--- src/rtl/sem_tok_pkg.sv ---
package sem_tok_pkg;

    typedef enum logic [1:0] {
        OWN_NONE  = 2'b00,
        OWN_LEFT  = 2'b01,
        OWN_RIGHT = 2'b10
    } owner_e;

    typedef struct packed {
        owner_e owner;
        logic   pend_l;
        logic   pend_r;
    } cell_t;

    localparam cell_t CELL_RESET = '{owner: OWN_NONE, pend_l: 1'b0, pend_r: 1'b0};

endpackage

--- src/rtl/sem_port_decode.sv ---
module sem_port_decode #(
    parameter int NUM_SEM = 8,
    parameter int SEL_W   = $clog2(NUM_SEM)
) (
    input  logic               sel,
    input  logic               we,
    input  logic               oe,
    input  logic [SEL_W-1:0]   addr_lo,
    input  logic               token,
    output logic [NUM_SEM-1:0] req,
    output logic [NUM_SEM-1:0] rel,
    output logic               rd_en,
    output logic [SEL_W-1:0]   rd_idx
);

    logic wr_en;

    assign wr_en  = sel & we;
    assign rd_en  = sel & oe & ~we;
    assign rd_idx = addr_lo;

    for (genvar i = 0; i < NUM_SEM; i++) begin : g_hit
        logic hit;
        assign hit    = wr_en && (addr_lo == SEL_W'(i));
        assign req[i] = hit & ~token;
        assign rel[i] = hit &  token;
    end

endmodule

--- src/rtl/sem_token_cell.sv ---
module sem_token_cell
    import sem_tok_pkg::*;
(
    input  logic clk,
    input  logic rst_n,
    input  logic req_l,
    input  logic rel_l,
    input  logic req_r,
    input  logic rel_r,
    output logic own_l,
    output logic own_r,
    output logic pend_l,
    output logic pend_r
);

    cell_t cell_d, cell_q;

    always_comb begin
        cell_d = cell_q;

        // record or withdraw claims
        if (req_l && cell_q.owner != OWN_LEFT)  cell_d.pend_l = 1'b1;
        if (rel_l)                              cell_d.pend_l = 1'b0;
        if (req_r && cell_q.owner != OWN_RIGHT) cell_d.pend_r = 1'b1;
        if (rel_r)                              cell_d.pend_r = 1'b0;

        // holder gives back
        if (cell_q.owner == OWN_LEFT  && rel_l) cell_d.owner = OWN_NONE;
        if (cell_q.owner == OWN_RIGHT && rel_r) cell_d.owner = OWN_NONE;

        // grant a free latch, left first
        if (cell_d.owner == OWN_NONE) begin
            if (cell_d.pend_l) begin
                cell_d.owner  = OWN_LEFT;
                cell_d.pend_l = 1'b0;
            end else if (cell_d.pend_r) begin
                cell_d.owner  = OWN_RIGHT;
                cell_d.pend_r = 1'b0;
            end
        end
    end

    always_ff @(posedge clk) begin
        if (!rst_n) cell_q <= CELL_RESET;
        else        cell_q <= cell_d;
    end

    assign own_l  = (cell_q.owner == OWN_LEFT);
    assign own_r  = (cell_q.owner == OWN_RIGHT);
    assign pend_l = cell_q.pend_l;
    assign pend_r = cell_q.pend_r;

endmodule

--- src/rtl/sem_read_port.sv ---
module sem_read_port #(
    parameter int NUM_SEM = 8,
    parameter int SEL_W   = $clog2(NUM_SEM),
    parameter int DATA_W  = 16
) (
    input  logic               clk,
    input  logic               rst_n,
    input  logic               rd_en,
    input  logic [SEL_W-1:0]   rd_idx,
    input  logic [NUM_SEM-1:0] own,
    output logic [DATA_W-1:0]  rdata
);

    logic [DATA_W-1:0] rdata_d, rdata_q;

    always_comb begin
        rdata_d = '1;
        if (rd_en) rdata_d = {DATA_W{~own[rd_idx]}};
    end

    always_ff @(posedge clk) begin
        if (!rst_n) rdata_q <= '1;
        else        rdata_q <= rdata_d;
    end

    assign rdata = rdata_q;

endmodule

--- src/rtl/sem_token_bank.sv ---
module sem_token_bank #(
    parameter int NUM_SEM = 8,
    parameter int ADDR_W  = 12,
    parameter int DATA_W  = 16
) (
    input  logic              clk,
    input  logic              rst_n,
    input  logic              l_sem_sel,
    input  logic              l_we,
    input  logic              l_oe,
    input  logic [ADDR_W-1:0] l_addr,
    input  logic [DATA_W-1:0] l_wdata,
    output logic [DATA_W-1:0] l_rdata,
    input  logic              r_sem_sel,
    input  logic              r_we,
    input  logic              r_oe,
    input  logic [ADDR_W-1:0] r_addr,
    input  logic [DATA_W-1:0] r_wdata,
    output logic [DATA_W-1:0] r_rdata
);

    localparam int SEL_W = $clog2(NUM_SEM);

    logic [NUM_SEM-1:0] req_l, rel_l, req_r, rel_r;
    logic [NUM_SEM-1:0] own_l, own_r, pend_l, pend_r;
    logic               rd_en_l, rd_en_r;
    logic [SEL_W-1:0]   rd_idx_l, rd_idx_r;

    logic unused_hi_bits;
    assign unused_hi_bits = ^{l_addr[ADDR_W-1:SEL_W], l_wdata[DATA_W-1:1],
                              r_addr[ADDR_W-1:SEL_W], r_wdata[DATA_W-1:1]};

    sem_port_decode #(.NUM_SEM(NUM_SEM), .SEL_W(SEL_W)) u_dec_l (
        .sel(l_sem_sel), .we(l_we), .oe(l_oe),
        .addr_lo(l_addr[SEL_W-1:0]), .token(l_wdata[0]),
        .req(req_l), .rel(rel_l), .rd_en(rd_en_l), .rd_idx(rd_idx_l)
    );

    sem_port_decode #(.NUM_SEM(NUM_SEM), .SEL_W(SEL_W)) u_dec_r (
        .sel(r_sem_sel), .we(r_we), .oe(r_oe),
        .addr_lo(r_addr[SEL_W-1:0]), .token(r_wdata[0]),
        .req(req_r), .rel(rel_r), .rd_en(rd_en_r), .rd_idx(rd_idx_r)
    );

    for (genvar i = 0; i < NUM_SEM; i++) begin : g_cell
        sem_token_cell u_cell (
            .clk(clk), .rst_n(rst_n),
            .req_l(req_l[i]), .rel_l(rel_l[i]),
            .req_r(req_r[i]), .rel_r(rel_r[i]),
            .own_l(own_l[i]), .own_r(own_r[i]),
            .pend_l(pend_l[i]), .pend_r(pend_r[i])
        );
    end

    sem_read_port #(.NUM_SEM(NUM_SEM), .SEL_W(SEL_W), .DATA_W(DATA_W)) u_rd_l (
        .clk(clk), .rst_n(rst_n), .rd_en(rd_en_l), .rd_idx(rd_idx_l),
        .own(own_l), .rdata(l_rdata)
    );

    sem_read_port #(.NUM_SEM(NUM_SEM), .SEL_W(SEL_W), .DATA_W(DATA_W)) u_rd_r (
        .clk(clk), .rst_n(rst_n), .rd_en(rd_en_r), .rd_idx(rd_idx_r),
        .own(own_r), .rdata(r_rdata)
    );

endmodule

--- config.mk ---
export PLATFORM = sky130hd
export DESIGN_NAME = sem_token_bank
export DESIGN_NICKNAME = d
export VERILOG_FILES = /design/src/rtl/sem_tok_pkg.sv /design/src/rtl/sem_port_decode.sv /design/src/rtl/sem_token_cell.sv /design/src/rtl/sem_read_port.sv /design/src/rtl/sem_token_bank.sv
export SDC_FILE = /design/constraint.sdc
export NUM_CORES = 1
export LEC_CHECK = 0
export BUFFER_PORTS_ARGS = -buffer_cell sky130_fd_sc_hd__clkbuf_2
export CORE_MARGIN = 1.5
export CORE_UTILIZATION = 43
export DETAILED_ROUTE_END_ITERATION = 8
export PLACE_DENSITY_LB_ADDON = 0.08
export SLEW_MARGIN = 10
export SYNTH_ARGS = -nofsm -noshare
export SYNTH_HDL_FRONTEND = slang
export SYNTH_SLANG_ARGS = --single-unit
--- constraint.sdc ---
create_clock -name clk -period 1.7 [get_ports clk]
set_clock_uncertainty 0.1 [all_clocks]
set_input_delay 0.34 -clock clk [delete_from_list [all_inputs] [get_ports clk]]
set_output_delay 0.34 -clock clk [all_outputs]
set_load 0.01 [all_outputs]
==> results.sh, run 1 <==
export IMPL_dr_total_vias=1898
export IMPL_htree_num_levels=2
export IMPL_cts_made_buffers=5
export IMPL_instances_no_fill=342
export IMPL_maxSlewViolCount=0
export IMPL_cp_required_ns=1.78
export IMPL_min_path_type="primary input to register"
export IMPL_status="finished, final reports clean"
export IMPL_synth_area_leaders="dfxtp_1 32%, buf_4 11%, mux4_2 4.2%"
export IMPL_start_kind="primary input"
export IMPL_start_util_pct=44.9
export IMPL_max_cap_viol_count=0
export IMPL_syn_instance_count=235
export IMPL_ys_ff_latch=34
export IMPL_fillers=491
export IMPL_dr_wl_met3_um=174
export IMPL_cts_tree="done"
export IMPL_synthDistinctLibCells=43
export IMPL_yosysMostFrequentCell="dfxtp_1"
export IMPL_postCtsHoldBufs=0
export IMPL_grt_pass1_vias=1618
export IMPL_wl_met1_um=2350
export IMPL_globalRoute_totalOverflow=0
export IMPL_root_buffer="clkbuf_8"
export IMPL_p_leak_nw=1.08
export IMPL_final_core_util_pct=51.6
export IMPL_dr_pass1_iters=4
export IMPL_syn_avg_cell_area_um2=9.08
export IMPL_power_mw=1.56
export IMPL_grt_antenna_before_repair=0
export IMPL_worst_pin_slew_ns=0.405
export IMPL_antenna_cells=0
export IMPL_fmax_mhz=664
export IMPL_ys_flop_type="dfxtp_1"
export IMPL_syn_cell_area_um2=2130
export IMPL_clk_path_buf_depth=2
export IMPL_critPathCaptureType="register"
export IMPL_drc=0
export IMPL_period_share_pct=88.7
export IMPL_dp_cells=335
export IMPL_grt_max_degree=33
export IMPL_ctsResizeCount=0
export IMPL_drt_wl_total_um=4790
export IMPL_post_cts_buffers=0
export IMPL_crit_type="primary input to register"
export IMPL_wl_per_cell_um=14.0
export IMPL_syn_num_nets=299
export IMPL_drt_initial_drc_count=99
export IMPL_core_area_um2=4750
export IMPL_clk_pin_slew_worst_paths_ns=0.06
export IMPL_final_nets=339
export IMPL_die_h_um=73.5
export IMPL_gp_congestion=0.827
export IMPL_synth_common_cells="34 x dfxtp_1, 30 x buf_4, 18 x nor2_1"
export IMPL_postRouteAntennaNets=0
export IMPL_multiInputGateArea_um2=1180
export IMPL_synth_edf_count=0
export IMPL_vdd_drop_max_uv=485
export IMPL_synth_top_cell_by_area="dfxtp_1"
export IMPL_wl_met2_um=2210
export IMPL_via_per_inst=5.55
export IMPL_syn_to_final_growth_pct=14.9
export IMPL_grt_use_total_pct=18.8
export IMPL_powerDensity_nw_per_um2=637
export IMPL_die_w_um=73.5
export IMPL_design_area_um2=2450
export IMPL_row_count=25
export IMPL_portBuffers=47
export IMPL_ys_seq_area_share_pct=31.9
export IMPL_dp_hpwl_um=3720
export IMPL_setup_viol=0
export IMPL_routed_top_layer="met4"
export IMPL_clk_latency_ns=0.28
export IMPL_grt_pass1_wl_um=7710
export IMPL_synth_top_cell_area_share_pct=31.9
export IMPL_cp_arrival_ns=1.58
export IMPL_seq_area_um2=681
export IMPL_synthArstFlopShare_pct=0
export IMPL_drive_gt1_share_pct=34.9
export IMPL_dpl_instance_area_um2=2380
export IMPL_rsz0062_at_grt="no"
export IMPL_clkSinkCount=34
export IMPL_ios=96
export IMPL_cp_max_fo=8
export IMPL_yosys_warnings=0
export IMPL_slew_headroom_pct=73.0
export IMPL_final_hold_violation_count=0
export IMPL_die_area_um2=5400
export IMPL_final_min_clock_period_ns=1.51
## worst paths after layout
kind         depth (start not counted)                                  start  slack (ns)                                    end
max                                  5                              l_addr[2]        0.19     g_cell[0].u_cell.pend_l$_SDFF_PP0_
min reg2reg                          2  g_cell[2].u_cell.cell_q[3]$_SDFF_PN0_        0.45  g_cell[2].u_cell.cell_q[3]$_SDFF_PN0_
max reg2reg                          4  g_cell[4].u_cell.cell_q[3]$_SDFF_PN0_        0.21             u_rd_r.rdata[0]$_SDFF_PN1_
min                                  2                                   r_oe        0.12             u_rd_r.rdata[0]$_SDFF_PN1_
## metal layers
layer | vias up | global-route usage [%]
met2 | 46 | 29.9
met4 | 0 | 5.56
met3 | 7 | 4.25
met5 | - | 0
met1 | 899 | 25.3
li1 | 946 | -
## kinds of logic (layout without fill, tap and decap cells)
family          after synthesis  count (layout)  synth area share, %
flops                        34              34                 31.9
simple gates                 93              93                 25.6
buf+inv                      40              80                 12.8
mux                           6               6                 5.22
compound gates               62              62                 24.5
## per-stage QoR
stage               setup slack [ns]  TNS [ns]  hold slack (ns)
global placement              -0.105    -0.631            0.411
floorplan                     0.0720         0            0.314
finish                         0.193         0            0.121
CTS                            0.179         0            0.117
detailed placement            -0.100    -0.655            0.410
global route                  0.0910         0            0.113
## registers in the layout (all words and copies together), names as in the netlist
register	flops
g_cell.u_cell.cell_q	16
u_rd_r.rdata	1
u_rd_l.rdata	1
g_cell.u_cell.pend_r	8
g_cell.u_cell.pend_l	8
## report_power, final
part | internal, mW | switching (mW) | total, mW
clock network | 0.282 | 0.269 | 0.550
logic | 0.0906 | 0.104 | 0.195
registers | 0.806 | 0.0119 | 0.818
total | 1.18 | 0.385 | 1.56
## placed cells by master, fill, tap and decap left out, types with 2 or more instances in the layout
cell type and count:
and3_1 8, inv_1 2, nand3_1 4, clkbuf_8 5
nand2_1 9, clkbuf_2 47, nor3_1 9, o31ai_2 2
o31ai_1 6, nor2b_1 12, nor4_1 2, a31oi_1 6
mux4_2 4, nor2_1 18, o211a_1 5, clkbuf_1 2
or3_1 4, nand2b_1 14, o21ba_1 2, buf_4 22
a211oi_1 7, dfxtp_1 34, a22o_1 7, nand3b_1 2
or4_1 2, o21ba_2 6, nand4_1 3, a41oi_1 2
o221a_2 3, o211ai_1 12
## critical path: stages
cell	delay, ns
clkbuf_2	0.12
nand4b_4	0.25
or4_1	0.46
a22o_1	0.23
and3_1	0.18
## final cells by class
class | count | area share (%)
well taps | 67 | 3.42
repair buffers | 70 | 17.1
inverters | 3 | 0.459
flip-flops and latches | 34 | 27.7
clock buffers | 7 | 3.11
multi-input cells | 161 | 48.1
Note: power is estimated with default switching activity, not from simulation.
==> run 2: changes to the inputs <==
ABC_AREA = 1   (was default)
CORE_UTILIZATION = 44   (was 43)
CTS_CLUSTER_SIZE = 30   (was default)
==> results.sh, run 2 <==
export IMPL_ys_seq_area_share_pct=29.5
export IMPL_worst_pin_slew_ns=0.505
export IMPL_fillers=545
export IMPL_r2r_slack_ns=0.45
export IMPL_yosysMostFrequentCell="nand2_1"
export IMPL_hold_start="l_we"
export IMPL_crit_chain="clkbuf_2"
export IMPL_dr_wl_met3_um=247
export IMPL_max_stage_delay_ns=0.56
export IMPL_yosys_warnings=0
export IMPL_clk_path_buf_depth=2
export IMPL_syn_avg_cell_area_um2=6.81
export IMPL_clkSinkCount=34
export IMPL_multiInputGateArea_um2=1160
export IMPL_powerDensity_nw_per_um2=659
export IMPL_period_share_pct=88.2
export IMPL_slew_headroom_pct=66.3
export IMPL_root_buffer="clkbuf_8"
export IMPL_fmax_mhz=667
export IMPL_die_w_um=75.4
export IMPL_postRouteAntennaNets=0
export IMPL_postCtsHoldBufs=0
export IMPL_antenna_cells=0
export IMPL_wl_met1_um=2500
export IMPL_max_cap_viol_count=0
export IMPL_clk_latency_ns=0.28
export IMPL_syn_cell_area_um2=2300
export IMPL_ios=96
export IMPL_grt_use_total_pct=19.3
export IMPL_synthDistinctLibCells=27
export IMPL_wl_met2_um=2220
export IMPL_synth_common_cells="71 x nand2_1, 49 x nand3_1, 40 x inv_1"
export IMPL_cts_tree="done"
export IMPL_setup_viol=0
export IMPL_portBuffers=47
export IMPL_power_mw=1.63
export IMPL_cp_max_fo=16
export IMPL_maxSlewViolCount=0
export IMPL_critical_path_buf_inv_count=1
export IMPL_final_cell_mix="71 x nand2_1, 49 x nand3_1, 47 x clkbuf_2"
export IMPL_start_kind="register"
export IMPL_vdd_drop_max_uv=374
export IMPL_crit_type="register to primary output"
export IMPL_dp_hpwl_um=3810
export IMPL_grt_max_degree=17
export IMPL_critPathCaptureType="primary output"
export IMPL_die_area_um2=5680
export IMPL_cp_required_ns=1.26
export IMPL_gp_congestion=0.798
export IMPL_via_per_inst=4.86
export IMPL_grt_pass1_vias=1768
export IMPL_drt_wl_total_um=5030
export IMPL_drive_gt1_share_pct=26.1
export IMPL_largest_reg_flops=16
export IMPL_final_common_cell="nand2_1"
export IMPL_globalRoute_totalOverflow=0
export IMPL_drt_initial_drc_count=96
export IMPL_setup_ws_ns=0.200
export IMPL_grt_pass1_wl_um=8330
export IMPL_row_count=26
export IMPL_p_leak_nw=1.11
export IMPL_final_nets=421
export IMPL_cp_arrival_ns=1.06
export IMPL_htree_num_levels=2
export IMPL_dr_total_vias=2074
export IMPL_ctsResizeCount=0
export IMPL_synth_top_cell_area_share_pct=29.5
export IMPL_min_path_type="primary input to register"
export IMPL_dr_pass1_iters=4
export IMPL_syn_num_nets=402
export IMPL_tns_ns=0
export IMPL_final_hold_violation_count=0
export IMPL_synthArstFlopShare_pct=0
export IMPL_crit_start="u_rd_r.rdata[0]$_SDFF_PN1_"
export IMPL_grt_antenna_before_repair=0
export IMPL_seq_area_um2=681
export IMPL_ys_flop_type="dfxtp_1"
export IMPL_die_h_um=75.4
export IMPL_ys_ff_latch=34
export IMPL_synth_area_leaders="dfxtp_1 30%, nand2_1 12%, buf_4 11%"
export IMPL_crit_family="flip-flops"
export IMPL_syn_to_final_growth_pct=7.66
export IMPL_slowest_stage="dfxtp_1"
export IMPL_synth_top_cell_by_area="dfxtp_1"
export IMPL_post_cts_buffers=0
export IMPL_synth_edf_count=0
export IMPL_clk_pin_slew_worst_paths_ns=0.07
export IMPL_rr_startpoint="g_cell[7].u_cell.cell_q[3]$_SDFF_PN0_"
export IMPL_routed_top_layer="met4"
export IMPL_wl_per_cell_um=11.8
export IMPL_final_min_clock_period_ns=1.50
export IMPL_start_util_pct=45.4
export IMPL_status="finished, final reports clean"
export IMPL_syn_instance_count=338
export IMPL_preCtsSetupSlack_ns=0.142
export IMPL_drc=0
export IMPL_regMostFlops="g_cell.u_cell.cell_q"
export IMPL_cts_made_buffers=5
export IMPL_core_area_um2=5070
export IMPL_rsz0062_at_grt="no"
-- run 2: changes by cell type after synthesis, sizes merged, moves of 12 or more --
| cell | delta |
|---|---|
| nand4 | +15 |
| o211ai | -12 |
| inv | +44 |
| nand2 | +70 |
| nand3 | +49 |
| nand2b | -14 |
| nor2b | -12 |
| o21bai | +15 |
| a21oi | +16 |
-- run 2: cells by family after synthesis --
logic type,after synthesis,share of synthesized area [%]
compound gates,42,11.9
buf+inv,87,20.0
simple gates,175,38.5
flops,34,29.5
-- run 2: through the flow --
step	utilization [%]	hold slack, ns	instance area (um2)	cells
floorplan	-	0.359	2300	338
global placement	47.4	0.415	2400	420
detailed placement	47.4	0.410	2400	420
CTS	48.9	0.185	2480	427
global route	48.9	0.214	2480	427
finish	48.9	0.183	2480	427
-- run 2: layer usage --
layer,up-vias,global-route usage (%)
li1,1112,-
met1,899,25.6
met2,58,32.1
met3,5,3.97
met4,0,4.76
met5,-,0
-- run 2: final timing paths --
| path | to | depth (start not counted) |
|---|---|---|
| worst min-delay path | u_rd_l.rdata[0]$_SDFF_PN1_ | 3 |
| worst max register to register | g_cell[7].u_cell.pend_r$_SDFF_PN0_ | 7 |
| worst min register to register | g_cell[3].u_cell.pend_l$_SDFF_PP0_ | 2 |
| worst max-delay path | r_rdata[3] | 1 |
-- run 2: worst min-delay path, cell delays in order --
cell and delay (ns):
clkbuf_2 0.09, nor3_1 0.05, nand3_1 0.06
-- run 2: power breakdown --
part           switching, mW  internal [mW]
Sequential            0.0107          0.807
Clock                  0.287          0.282
Combinational          0.165         0.0818
-- run 2: layout make-up --
type / count / area share (%)
Tap cell: 70 / 3.53
Multi-Input combinational cell: 217 / 46.8
Clock buffer: 7 / 3.08
Sequential cell: 34 / 27.4
Inverter: 47 / 7.11
Timing Repair Buffer: 52 / 12.0
